--- config.mk ---
export PLATFORM = sky130hd
export DESIGN_NAME = fpx_status_unit
export DESIGN_NICKNAME = d
export VERILOG_FILES = /design/src/rtl/fpx_pkg.sv /design/src/rtl/fpx_exc_filter.sv /design/src/rtl/fpx_flag_regs.sv /design/src/rtl/fpx_trap_ctrl.sv /design/src/rtl/fpx_status_unit.sv
export SDC_FILE = /design/constraint.sdc
export NUM_CORES = 1
export LEC_CHECK = 0
export BUFFER_PORTS_ARGS = -buffer_cell sky130_fd_sc_hd__buf_2
export CAP_MARGIN = 30
export CORE_MARGIN = 2
export CORE_UTILIZATION = 25
export DETAILED_ROUTE_END_ITERATION = 12
export GPL_TIMING_DRIVEN = 0
export SLEW_MARGIN = 5
export SYNTH_ARGS = -nofsm -noshare
export SYNTH_HDL_FRONTEND = slang
export SYNTH_SLANG_ARGS = --single-unit
export TNS_END_PERCENT = 50
--- constraint.sdc ---
create_clock -name clk -period 1.15 [get_ports clk]
set_input_delay 0.0575 -clock clk [delete_from_list [all_inputs] [get_ports clk]]
set_output_delay 0.0575 -clock clk [all_outputs]
set_load 0.01 [all_outputs]
--- src/rtl/fpx_pkg.sv ---
package fpx_pkg;
  localparam int EXC_W = 5;
  localparam int EXC_NV = 4;
  localparam int EXC_OF = 3;
  localparam int EXC_UF = 2;
  localparam int EXC_DZ = 1;
  localparam int EXC_NX = 0;

  localparam int AEXC_LSB = 0;
  localparam int CEXC_LSB = AEXC_LSB + EXC_W;
  localparam int MASK_LSB = CEXC_LSB + EXC_W;
  localparam int TT_LSB   = MASK_LSB + EXC_W;

  localparam int TT_CODE_NONE = 0;
  localparam int TT_CODE_IEEE = 1;

  typedef logic [EXC_W-1:0] exc_vec_t;
endpackage

--- src/rtl/fpx_exc_filter.sv ---
module fpx_exc_filter
  import fpx_pkg::*;
(
  input  exc_vec_t raw_exc,
  input  exc_vec_t trap_mask,
  output exc_vec_t norm_exc,
  output logic     trap_hit
);
  // Zero over zero is reported as invalid only: drop divide-by-zero beside it.
  always_comb begin
    norm_exc = raw_exc;
    if (raw_exc[EXC_NV] && raw_exc[EXC_DZ]) begin
      norm_exc[EXC_DZ] = 1'b0;
    end
  end

  assign trap_hit = |(norm_exc & trap_mask);
endmodule

--- src/rtl/fpx_flag_regs.sv ---
module fpx_flag_regs
  import fpx_pkg::*;
(
  input  logic     clk,
  input  logic     rst_n,
  input  logic     fire,
  input  exc_vec_t norm_exc,
  input  logic     trap_hit,
  input  logic     sw_wr,
  input  exc_vec_t sw_mask,
  input  exc_vec_t sw_cexc,
  input  exc_vec_t sw_aexc,
  output exc_vec_t mask_q,
  output exc_vec_t cexc_q,
  output exc_vec_t aexc_q
);
  always_ff @(posedge clk) begin
    if (!rst_n) begin
      mask_q <= '0;
      cexc_q <= '0;
      aexc_q <= '0;
    end else if (sw_wr) begin
      mask_q <= sw_mask;
      cexc_q <= sw_cexc;
      aexc_q <= sw_aexc;
    end else if (fire) begin
      cexc_q <= norm_exc;
      if (!trap_hit) begin
        aexc_q <= aexc_q | norm_exc;
      end
    end
  end
endmodule

--- src/rtl/fpx_trap_ctrl.sv ---
module fpx_trap_ctrl
  import fpx_pkg::*;
#(
  parameter int TT_W = 3
) (
  input  logic            clk,
  input  logic            rst_n,
  input  logic            fire,
  input  logic            trap_hit,
  input  logic            trap_ack,
  output logic            trap_req,
  output logic [TT_W-1:0] trap_type
);
  localparam logic [TT_W-1:0] TT_IEEE = TT_W'(TT_CODE_IEEE);
  localparam logic [TT_W-1:0] TT_NONE = TT_W'(TT_CODE_NONE);

  always_ff @(posedge clk) begin
    if (!rst_n) begin
      trap_req  <= 1'b0;
      trap_type <= TT_NONE;
    end else if (fire) begin
      trap_req  <= trap_hit;
      trap_type <= trap_hit ? TT_IEEE : TT_NONE;
    end else if (trap_ack) begin
      trap_req <= 1'b0;
    end
  end
endmodule

--- src/rtl/fpx_status_unit.sv ---
module fpx_status_unit
  import fpx_pkg::*;
#(
  parameter int REG_W = 32,
  parameter int TT_W  = 3
) (
  input  logic             clk,
  input  logic             rst_n,
  input  logic             op_valid,
  output logic             op_ready,
  input  logic [4:0]       op_exc,
  output logic             trap_req,
  output logic [TT_W-1:0]  trap_type,
  input  logic             trap_ack,
  input  logic             reg_wr,
  input  logic [REG_W-1:0] reg_wdata,
  output logic [REG_W-1:0] reg_rdata,
  input  logic             fq_not_empty
);
  localparam int QNE_BIT = TT_LSB + TT_W;

  exc_vec_t norm_exc, mask_q, cexc_q, aexc_q;
  logic     trap_hit, fire;

  assign op_ready = !trap_req;
  assign fire     = op_valid && op_ready;

  fpx_exc_filter u_filter (
    .raw_exc  (op_exc),
    .trap_mask(mask_q),
    .norm_exc (norm_exc),
    .trap_hit (trap_hit)
  );

  fpx_flag_regs u_flags (
    .clk     (clk),
    .rst_n   (rst_n),
    .fire    (fire),
    .norm_exc(norm_exc),
    .trap_hit(trap_hit),
    .sw_wr   (reg_wr),
    .sw_mask (reg_wdata[MASK_LSB +: EXC_W]),
    .sw_cexc (reg_wdata[CEXC_LSB +: EXC_W]),
    .sw_aexc (reg_wdata[AEXC_LSB +: EXC_W]),
    .mask_q  (mask_q),
    .cexc_q  (cexc_q),
    .aexc_q  (aexc_q)
  );

  fpx_trap_ctrl #(.TT_W(TT_W)) u_trap (
    .clk      (clk),
    .rst_n    (rst_n),
    .fire     (fire),
    .trap_hit (trap_hit),
    .trap_ack (trap_ack),
    .trap_req (trap_req),
    .trap_type(trap_type)
  );

  always_comb begin
    reg_rdata = '0;
    reg_rdata[AEXC_LSB +: EXC_W] = aexc_q;
    reg_rdata[CEXC_LSB +: EXC_W] = cexc_q;
    reg_rdata[MASK_LSB +: EXC_W] = mask_q;
    reg_rdata[TT_LSB +: TT_W]    = trap_type;
    reg_rdata[QNE_BIT]           = fq_not_empty;
  end
endmodule

==> metrics.cfg, run 1 <==
[run_status]
status=complete, but fails checks
violations=setup timing

[clock_tree]
cts_tree=yes
clock-sinks=17
worstSkewPairLatency_ns=0.25
clockBufferDepth=2
path_clk_slew_ns=0.06
h-tree-depth=1
cts_made_buffers=3
clockRootBuffer=clkbuf_8

[synth]
ys_warn_count=0
synth_ff_type=dfxtp_1
ys_ff_latch=17
yosys.cell_types.count=27
synth-edff-count=0
avgSynthCellArea_um2=9.943
yosysSeqAreaShare_pct=36.41
synth_cells=94
async_reset_ff_share_pct=0
netlist_area_um2=934.6

[floorplanning]
core_um2=3633
start_util_pct=25.72
die_area_um2=4244
fp.dieH_um=65.15
io_pins=80
rows=22
dieWidth_um=65.15

[critical_path]
critPathRequiredTime_ns=1.35
cp_data_arrival_time_ns=1.41
critPathCaptureType=flop
start_kind=flop
critPathLaunch=u_flags.mask_q[0]
crit_type=reg2reg
cpPeakStageDelay_ns=0.32
worstPathMaxFanout=4
rr_startpoint=u_flags.mask_q[0]
crit_buf_inv=1
crit_chain=a222oi_1, buf_4, and4_4, a32o_2
cp.depth=4
cp_slowest_cell=dfxtp_2
critical-path-top-delay-family=compound AO/OA/AOI/OAI gates
reg2reg_depth=4

[worst_hold_path]
worstHoldPathType=in2reg
worstHoldStart=reg_wdata[11]
hold_path_depth=3

[route]
antenna_left=0
route.vias.total=824
vias_per_cell=3.943
drt-pass1-iter-count=4
wl_per_cell_um=10.66
drtIter0Drc=17
routed_wl_um=2228
drc=0

[sta]
finalHoldViolCount=0
rsz0062_at_grt=true
max_freq_ghz=0.8257
finalCriticalPeriod_ns=1.211
setup_viol=4
post-route-period-util_pct=105.3
setup_slack_ns=-0.06103
slew_viol_final=0
finClkSkew_ns=0.001041

[cells_and_area]
num-nets-final=205
mostFrequentLayoutCell=buf_2
synthToLayoutAreaGrowth_pct=48.46
drive_above_1_share_pct=57.14
mostFrequentLayoutCells=45 x buf_2, 24 x buf_4, 17 x conb_1
instances_no_fill=209
num_antenna_cells=0
fillers=390

[pwr]
ir_drop_mv=0.4826
p_per_area_nw_per_um2=1061
p_leak_nw=0.7627
power_mw=1.472

[placed_design]
numPortBuffers=43
routabilityCongestion=0.7615
hpwl_um=1808
dp.cells=201

[global_routing]
grt_pass1_wl_um=3525
grt_usage_pct=11.08
grt_pass1_vias=760
grt_max_degree=11
overflow=0
antenna_found_initial=0

[job]
maxCapViolCount=0

-- sequential cells by signal, summed over array words and instances (netlist names) --
signal,count
u_trap.trap_type,1
u_flags.cexc_q,5
u_flags.aexc_q,5
u_flags.mask_q,5
u_trap.trap_req,1
-- kinds of logic after synthesis --
| kind of cell | share of synthesized area (%) |
|---|---|
| buffers and inverters | 18.61 |
| AND/OR/NAND/NOR | 15.53 |
| flip-flops | 36.41 |
| AO/OA/AOI/OAI | 14.06 |
| multiplexers | 14.99 |
| other | 0.4012 |
-- worst min-delay path: stages --
cell,delay (ns)
buf_2,0.08
mux2i_1,0.05
nor2b_1,0.09
-- final timing paths --
| path | endpoint | slack, ns |
|---|---|---|
| min | u_flags.mask_q[1] | 0.07 |
| max reg2reg | u_flags.aexc_q[1] | -0.06 |
| min reg2reg | u_trap.trap_type[0] | 0.48 |
| max | u_flags.aexc_q[1] | -0.06 |
-- cell usage after synthesis (2+ instances only) --
master / number / area, um2
a22o_2: 3 / 30.03
nand2b_1: 7 / 43.79
a21boi_0: 2 / 15.01
mux2_2: 8 / 90.09
dfxtp_1: 17 / 340.3
nand2_1: 4 / 15.01
o211a_1: 3 / 30.03
nor4bb_1: 2 / 20.02
inv_1: 2 / 7.510
mux2i_1: 5 / 50.05
buf_2: 3 / 15.01
nor2b_1: 5 / 31.28
buf_4: 19 / 142.6
-- cell type report --
type	count	area, um2	share of cell area [%]
timing repair buffer	48	252.7	18.21
tap	48	60.06	4.328
sequential	17	346.6	24.98
multi-input combinational	67	514.2	37.06
buffer	23	161.4	11.63
inverter	2	7.507	0.5410
clock buffer	4	45.04	3.246
-- per-stage QoR --
stage / TNS [ns] / hold slack [ns] / area (um2) / worst slack [ns] / utilization, %
2_1_floorplan: -0.3679 / 0.1953 / 1022 / -0.07335 / -
5_1_grt: -0.7502 / 0.07894 / 1388 / -0.1453 / 38.19
3_5_place_dp: -1.091 / 0.3013 / 1297 / -0.1736 / 35.71
4_1_cts: -0.2882 / 0.06450 / 1365 / -0.08500 / 37.57
6_report: -0.1937 / 0.06531 / 1388 / -0.06103 / 38.19
3_3_place_gp: -0.9799 / 0.3015 / 1297 / -0.1773 / 35.71
-- what timing repair did --
| item | CTS | global route |
|---|---|---|
| pin swaps | 5 | 1 |
| hold endpoints to repair | 0 | 0 |
| resized for setup | 1 | 3 |
| setup buffers | 4 | 1 |
| hold buffers | 0 | 0 |
| setup endpoints to repair | 12 | 11 |
-- report_power, final --
part           switching (mW)  total [mW]  internal (mW)
clock                   0.188       0.434          0.246
sequential             0.0226       0.656          0.633
combinational           0.169       0.383          0.214
-- metal layers --
layer,global-route usage (%),wire length (um)
met4,3.906,40
met5,0,0
met2,19.97,1106
met3,3.425,203
met1,12.28,878
(Power assumes the default switching activity.)
==> inputs of run 2 (changes only) <==
CORE_UTILIZATION = 30   (was 25)
PLACE_DENSITY = 0.73   (was not set)
==> run 2 against run 1 <==
Against the previous run: utilization up 6.5 points; the run still ends with setup timing left; non-clock buffer count unchanged; die area down 16%; maximum frequency down 1.7%; critical path type unchanged; cell count down 7.2%; setup slack worse by 0.020 ns; critical endpoint unchanged.
==> metrics.cfg, run 2 (synthesis results as in run 1) <==
[clock_tree]
clockRootBuffer=clkbuf_4
worstSkewPairLatency_ns=0.28  ; +0.03 ns
ctsHoldBuffers=0  ; unchanged
clockBufferDepth=2  ; unchanged
path_clk_slew_ns=0.10  ; +0.04 ns
cts_tree=yes
cts_made_buffers=3  ; unchanged
clock-sinks=17  ; unchanged
h-tree-depth=1  ; unchanged

[sta]
rsz0062_at_grt=true
finalCriticalPeriod_ns=1.231  ; +0.02047 ns
max_freq_ghz=0.8120  ; -1.7%
finalHoldViolCount=0  ; unchanged
post-route-period-util_pct=107.1  ; +1.8 points
tns_ns=-0.3295  ; -0.1359 ns
slew_viol_final=0  ; unchanged
setup_viol=7  ; +3
finClkSkew_ns=0.004302  ; +0.003261 ns
setup_slack_ns=-0.08150  ; -0.02047 ns

[floorplanning]
die_area_um2=3578  ; -16%
rows=20  ; -9.1%
io_pins=80  ; unchanged
dieWidth_um=59.82  ; -8.2%
fp.dieH_um=59.82  ; -8.2%
start_util_pct=31.12  ; +5.4 points
core_um2=3003  ; -17%

[pwr]
p_leak_nw=0.7548  ; -1.0%
ir_drop_mv=0.5994  ; +24%
power_mw=1.341  ; -8.9%
p_per_area_nw_per_um2=999.0  ; -5.8%

[run_status]
status=complete, but fails checks
violations=setup timing

[critical_path]
critPathRequiredTime_ns=1.38  ; +0.03 ns
critical-path-top-delay-family=compound AO/OA/AOI/OAI gates
worstPathMaxFanout=4  ; unchanged
cpPeakStageDelay_ns=0.34  ; +0.02 ns
crit_buf_inv=1  ; unchanged
crit_chain=a222oi_1, buf_4, and4_4, a32o_2
cp_data_arrival_time_ns=1.46  ; +0.05 ns
ff2ff_setup_slack_ns=-0.08  ; -0.02 ns
crit_type=reg2reg
critPathCaptureType=flop
start_kind=flop
cp_slowest_cell=dfxtp_2

[placed_design]
post_dp_cell_area_um2=1279  ; -1.4%
routabilityCongestion=0.8242  ; +8.2%
hpwl_um=1780  ; -1.6%
numPortBuffers=43  ; unchanged
dp.cells=186  ; -7.5%

[global_routing]
grt_usage_pct=11.61  ; +0.52 points
antenna_found_initial=0  ; unchanged
grt_pass1_wl_um=3105  ; -12%
grt_pass1_vias=681  ; -10%
overflow=0  ; unchanged
grt_max_degree=11  ; unchanged

[cells_and_area]
top_regs=u_flags.aexc_q: 5 flops, u_flags.cexc_q: 5 flops, u_flags.mask_q: 5 flops
instances_no_fill=194  ; -7.2%
drive_above_1_share_pct=57.76  ; +0.62 points
mostFrequentLayoutCell=buf_2
num_antenna_cells=0  ; unchanged
synthToLayoutAreaGrowth_pct=43.64
num-nets-final=205  ; unchanged
postLayoutCellArea_um2=1343  ; -3.2%
mostFrequentLayoutCells=45 x buf_2, 24 x buf_4, 17 x conb_1
fillers=286  ; -27%

[route]
routed_wl_um=2157  ; -3.2%
drt-pass1-iter-count=4  ; unchanged
drc=0  ; unchanged
wl_per_cell_um=11.12  ; +4.3%
vias_per_cell=4.247  ; +7.7%
drtIter0Drc=25  ; +8
antenna_left=0  ; unchanged
route.vias.total=824  ; unchanged

[job]
maxCapViolCount=0  ; unchanged

[worst_hold_path]
worstHoldPathType=in2reg

[run 2: changes by cell type in the layout (fill, tap and decap cells not counted)]
cell | previous run | this run
clkbuf_1 | 2 | 1
clkinv_2 | 0 | 1
nor4bb_4 | 1 | 0
a21boi_0 | 1 | 0
a21boi_1 | 1 | 2
nor4bb_2 | 0 | 1
clkbuf_8 | 3 | 0
clkbuf_4 | 0 | 3
[run 2: per-stage QoR]
stage | worst slack, ns | util, % | hold slack [ns]
floorplan | -0.07335 | - | 0.1953
global placement | -0.1657 | 42.58 | 0.3013
detailed placement | -0.1802 | 42.58 | 0.3006
CTS | -0.1004 | 44.25 | 0.01721
global route | -0.1686 | 44.71 | 0.01489
finish | -0.08150 | 44.71 | 0.02615
[run 2: layout make-up]
class	count	area, um2	area share (%)
well taps	33	41.29	3.075
inverters	2	7.507	0.5592
clock buffers	3	22.52	1.678
repair buffers	48	252.7	18.83
plain buffers	23	161.4	12.02
clock inverters	1	5.005	0.3728
flip-flops and latches	17	346.6	25.82
multi-input cells	67	505.5	37.65
[run 2: power by group]
part	total, mW	switching, mW	internal (mW)
logic	0.378	0.166	0.212
clock network	0.307	0.178	0.129
registers	0.657	0.0246	0.632
[run 2: per-layer routing]
layer	vias up	share of wire, %	track usage, %
li1	425	-	-
met3	2	5.9	3.247
met4	0	0.70	2.857
met2	35	48	19.72
met1	362	45	14.42
met5	-	0	0
[run 2: path summary, 6_finish.rpt]
| check | start | endpoint | depth (start not counted) |
|---|---|---|---|
| setup / recovery | u_flags.mask_q[3] | u_flags.aexc_q[1] | 4 |
| hold / removal | trap_ack | u_trap.trap_req | 3 |
| setup reg to reg | u_flags.mask_q[3] | u_flags.aexc_q[1] | 4 |
| hold reg to reg | u_trap.trap_type[0] | u_trap.trap_type[0] | 2 |
[run 2: worst register-to-register path, cell delays in order (launching register included)]
cell and delay, ns:
dfxtp_2 0.34, a222oi_1 0.29, buf_4 0.18, and4_4 0.23, a32o_2 0.15
[run 2: what timing repair did]
item                       in CTS  in global routing
setup endpoints to repair      12                 11
setup buffers                   4                  1
pin swaps                       4                  3
resized for setup               2                  2
==> inputs of run 3 (changes only) <==
CELL_PAD_IN_SITES_DETAIL_PLACEMENT = 0   (was not set)
CELL_PAD_IN_SITES_GLOBAL_PLACEMENT = 1   (was not set)
CORE_UTILIZATION = 23   (was 30)
PLACE_DENSITY = 0.8   (was 0.73)
==> run 3 against run 2 <==
Against the previous run: the run still ends with setup timing left; count of clock-buffer cells in the layout increased by 1; largest power group unchanged; critical path depth is the same; highest routed layer unchanged; worst hold slack better by 0.024 ns; utilization is 9.5 points lower; cell count increased by 8.2%; clock power increased by 45%.
==> metrics.cfg, run 3 (synthesis results as in run 1) <==
[critical_path]
crit_buf_inv=1  ; unchanged
cpPeakStageDelay_ns=0.32  ; -0.02 ns
cp_slowest_cell=dfxtp_2
worstPathMaxFanout=4  ; unchanged
start_kind=flop
crit_type=reg2reg
critPathCaptureType=flop
critPathRequiredTime_ns=1.35  ; -0.03 ns
r2r_end=u_flags.aexc_q[1]
rr_startpoint=u_flags.mask_q[3]
critical-path-top-delay-family=compound AO/OA/AOI/OAI gates
crit_chain=a222oi_1, buf_4, and4_4, a32o_2
ff2ff_setup_slack_ns=-0.07  ; about the same
reg2reg_depth=4  ; unchanged
cp_data_arrival_time_ns=1.42  ; -0.04 ns

[clock_tree]
clock-sinks=17  ; unchanged
cts_tree=yes
cts_made_buffers=3  ; unchanged
clockBufferDepth=2  ; unchanged
path_clk_slew_ns=0.07  ; -0.03 ns
h-tree-depth=1  ; unchanged
worstSkewPairLatency_ns=0.25  ; -0.03 ns
clockRootBuffer=clkbuf_8
ctsHoldBuffers=0  ; unchanged

[floorplanning]
rows=23  ; +15%
dieWidth_um=67.75  ; +13%
fp.dieH_um=67.75  ; +13%
core_um2=3943  ; +31%
die_area_um2=4589  ; +28%
start_util_pct=23.71  ; -7.4 points
io_pins=80  ; unchanged

[pwr]
p_per_area_nw_per_um2=1071  ; +7.3%
power_mw=1.485  ; +11%
p_leak_nw=0.7569  ; +0.27%
ir_drop_mv=0.3461  ; -42%

[global_routing]
grt_max_degree=11  ; unchanged
grt_usage_pct=10.02  ; -1.6 points
antenna_found_initial=0  ; unchanged
grt_pass1_wl_um=3353  ; +8.0%
grt_pass1_vias=722  ; +6.0%
overflow=0  ; unchanged

[route]
drtIter0Drc=26  ; +4.0%
route.vias.total=832  ; +0.97%
wl_met2_um=1125  ; +7.7%
drt-met1-wl_um=1016  ; +4.9%
met3_length_um=179  ; +41%
highest_layer=met4
antenna_left=0  ; unchanged
drc=0  ; unchanged
routed_wl_um=2351  ; +9.0%
drt-pass1-iter-count=4  ; unchanged
wl_per_cell_um=11.20  ; +0.69%
vias_per_cell=3.962  ; -6.7%

[job]
maxCapViolCount=0  ; unchanged

[sta]
setup_viol=9  ; +2
finalHoldViolCount=0  ; unchanged
finClkSkew_ns=0.003642  ; -0.0006598 ns
post-route-period-util_pct=106.4  ; -0.68 points
max_freq_ghz=0.8172  ; +0.64%
rsz0062_at_grt=true
setup_slack_ns=-0.07372  ; +0.007774 ns
finalCriticalPeriod_ns=1.224  ; -0.007774 ns
slew_viol_final=0  ; unchanged

[cells_and_area]
num_antenna_cells=0  ; unchanged
synthToLayoutAreaGrowth_pct=48.33
num-nets-final=204  ; -0.49%
top_regs=u_flags.aexc_q: 5 flops, u_flags.cexc_q: 5 flops, u_flags.mask_q: 5 flops
mostFrequentLayoutCells=45 x buf_2, 23 x buf_4, 17 x conb_1
mostFrequentLayoutCell=buf_2
drive_above_1_share_pct=57.50  ; -0.26 points
fillers=421  ; +47%

[worst_hold_path]
holdPathEnd=u_trap.trap_req
worstHoldStart=trap_ack
worstHoldPathType=in2reg
hold_path_depth=3  ; unchanged

[run_status]
status=complete, but fails checks
violations=setup timing

[placed_design]
hpwl_um=1806  ; +1.4%
routabilityCongestion=0.7138  ; -13%
numPortBuffers=43  ; unchanged
dp_slack_ns=-0.2190  ; -0.03884 ns

[run 3: changes by cell type in the layout (fill, tap and decap cells not counted)]
cell,before,now
clkinv_2,1,0
clkbuf_4,3,0
a31o_4,0,1
a21boi_1,2,1
a31o_2,1,0
clkbuf_8,0,3
buf_4,24,23
a21boi_2,0,1
clkbuf_1,1,2
[run 3: stage by stage]
step	hold slack, ns	area (um2)	utilization [%]	TNS [ns]	std cells
2_1_floorplan	0.1953	1022	-	-0.3679	110
3_3_place_gp	0.3020	1300	32.97	-1.252	203
3_5_place_dp	0.3018	1300	32.97	-1.346	203
4_1_cts	0.05976	1359	34.47	-0.4116	208
5_1_grt	0.06110	1386	35.16	-1.296	210
6_report	0.05015	1386	35.16	-0.4036	210
[run 3: final cells by class]
cell class | count | area (um2) | area share [%]
Buffer | 23 | 161.4 | 11.64
Clock buffer | 4 | 45.04 | 3.249
Inverter | 2 | 7.507 | 0.5415
Multi-Input combinational cell | 67 | 518.0 | 37.36
Sequential cell | 17 | 346.6 | 25.00
Tap cell | 50 | 62.56 | 4.513
Timing Repair Buffer | 47 | 245.2 | 17.69
[run 3: per-layer routing]
layer	vias to the layer above	track usage, %
met5	-	0
met4	0	4.592
met3	4	1.667
met2	35	17.16
met1	371	12.15
li1	422	-
[run 3: power breakdown]
part	switching [mW]	internal, mW
combinational	0.169	0.212
clock	0.199	0.246
sequential	0.0264	0.633
total	0.395	1.09
[run 3: worst max-delay path by stage]
stage / startpoint / to / slack (ns) / cells after the start
floorplan: u_flags.mask_q[0] / u_flags.aexc_q[1] / -0.07 / 3
global placement: u_flags.mask_q[0] / u_flags.aexc_q[1] / -0.22 / 3
detailed placement: u_flags.mask_q[0] / u_flags.aexc_q[1] / -0.22 / 3
CTS: u_flags.mask_q[0] / u_flags.aexc_q[1] / -0.09 / 4
global route: u_flags.mask_q[3] / u_flags.aexc_q[1] / -0.17 / 4
finish: u_flags.mask_q[3] / u_flags.aexc_q[1] / -0.07 / 4
[run 3: timing repair]
| action | CTS | global route |
|---|---|---|
| setup endpoints to repair | 12 | 12 |
| setup buffers | 2 | 2 |
| pin swaps | 6 | 4 |
| resized for setup | 2 | 4 |
| endpoints found under the hold margin | 0 | 0 |
[run 3: tightest hold or removal path: stages]
cell,delay (ns)
buf_2,0.07
nand2b_1,0.08
a21boi_1,0.05
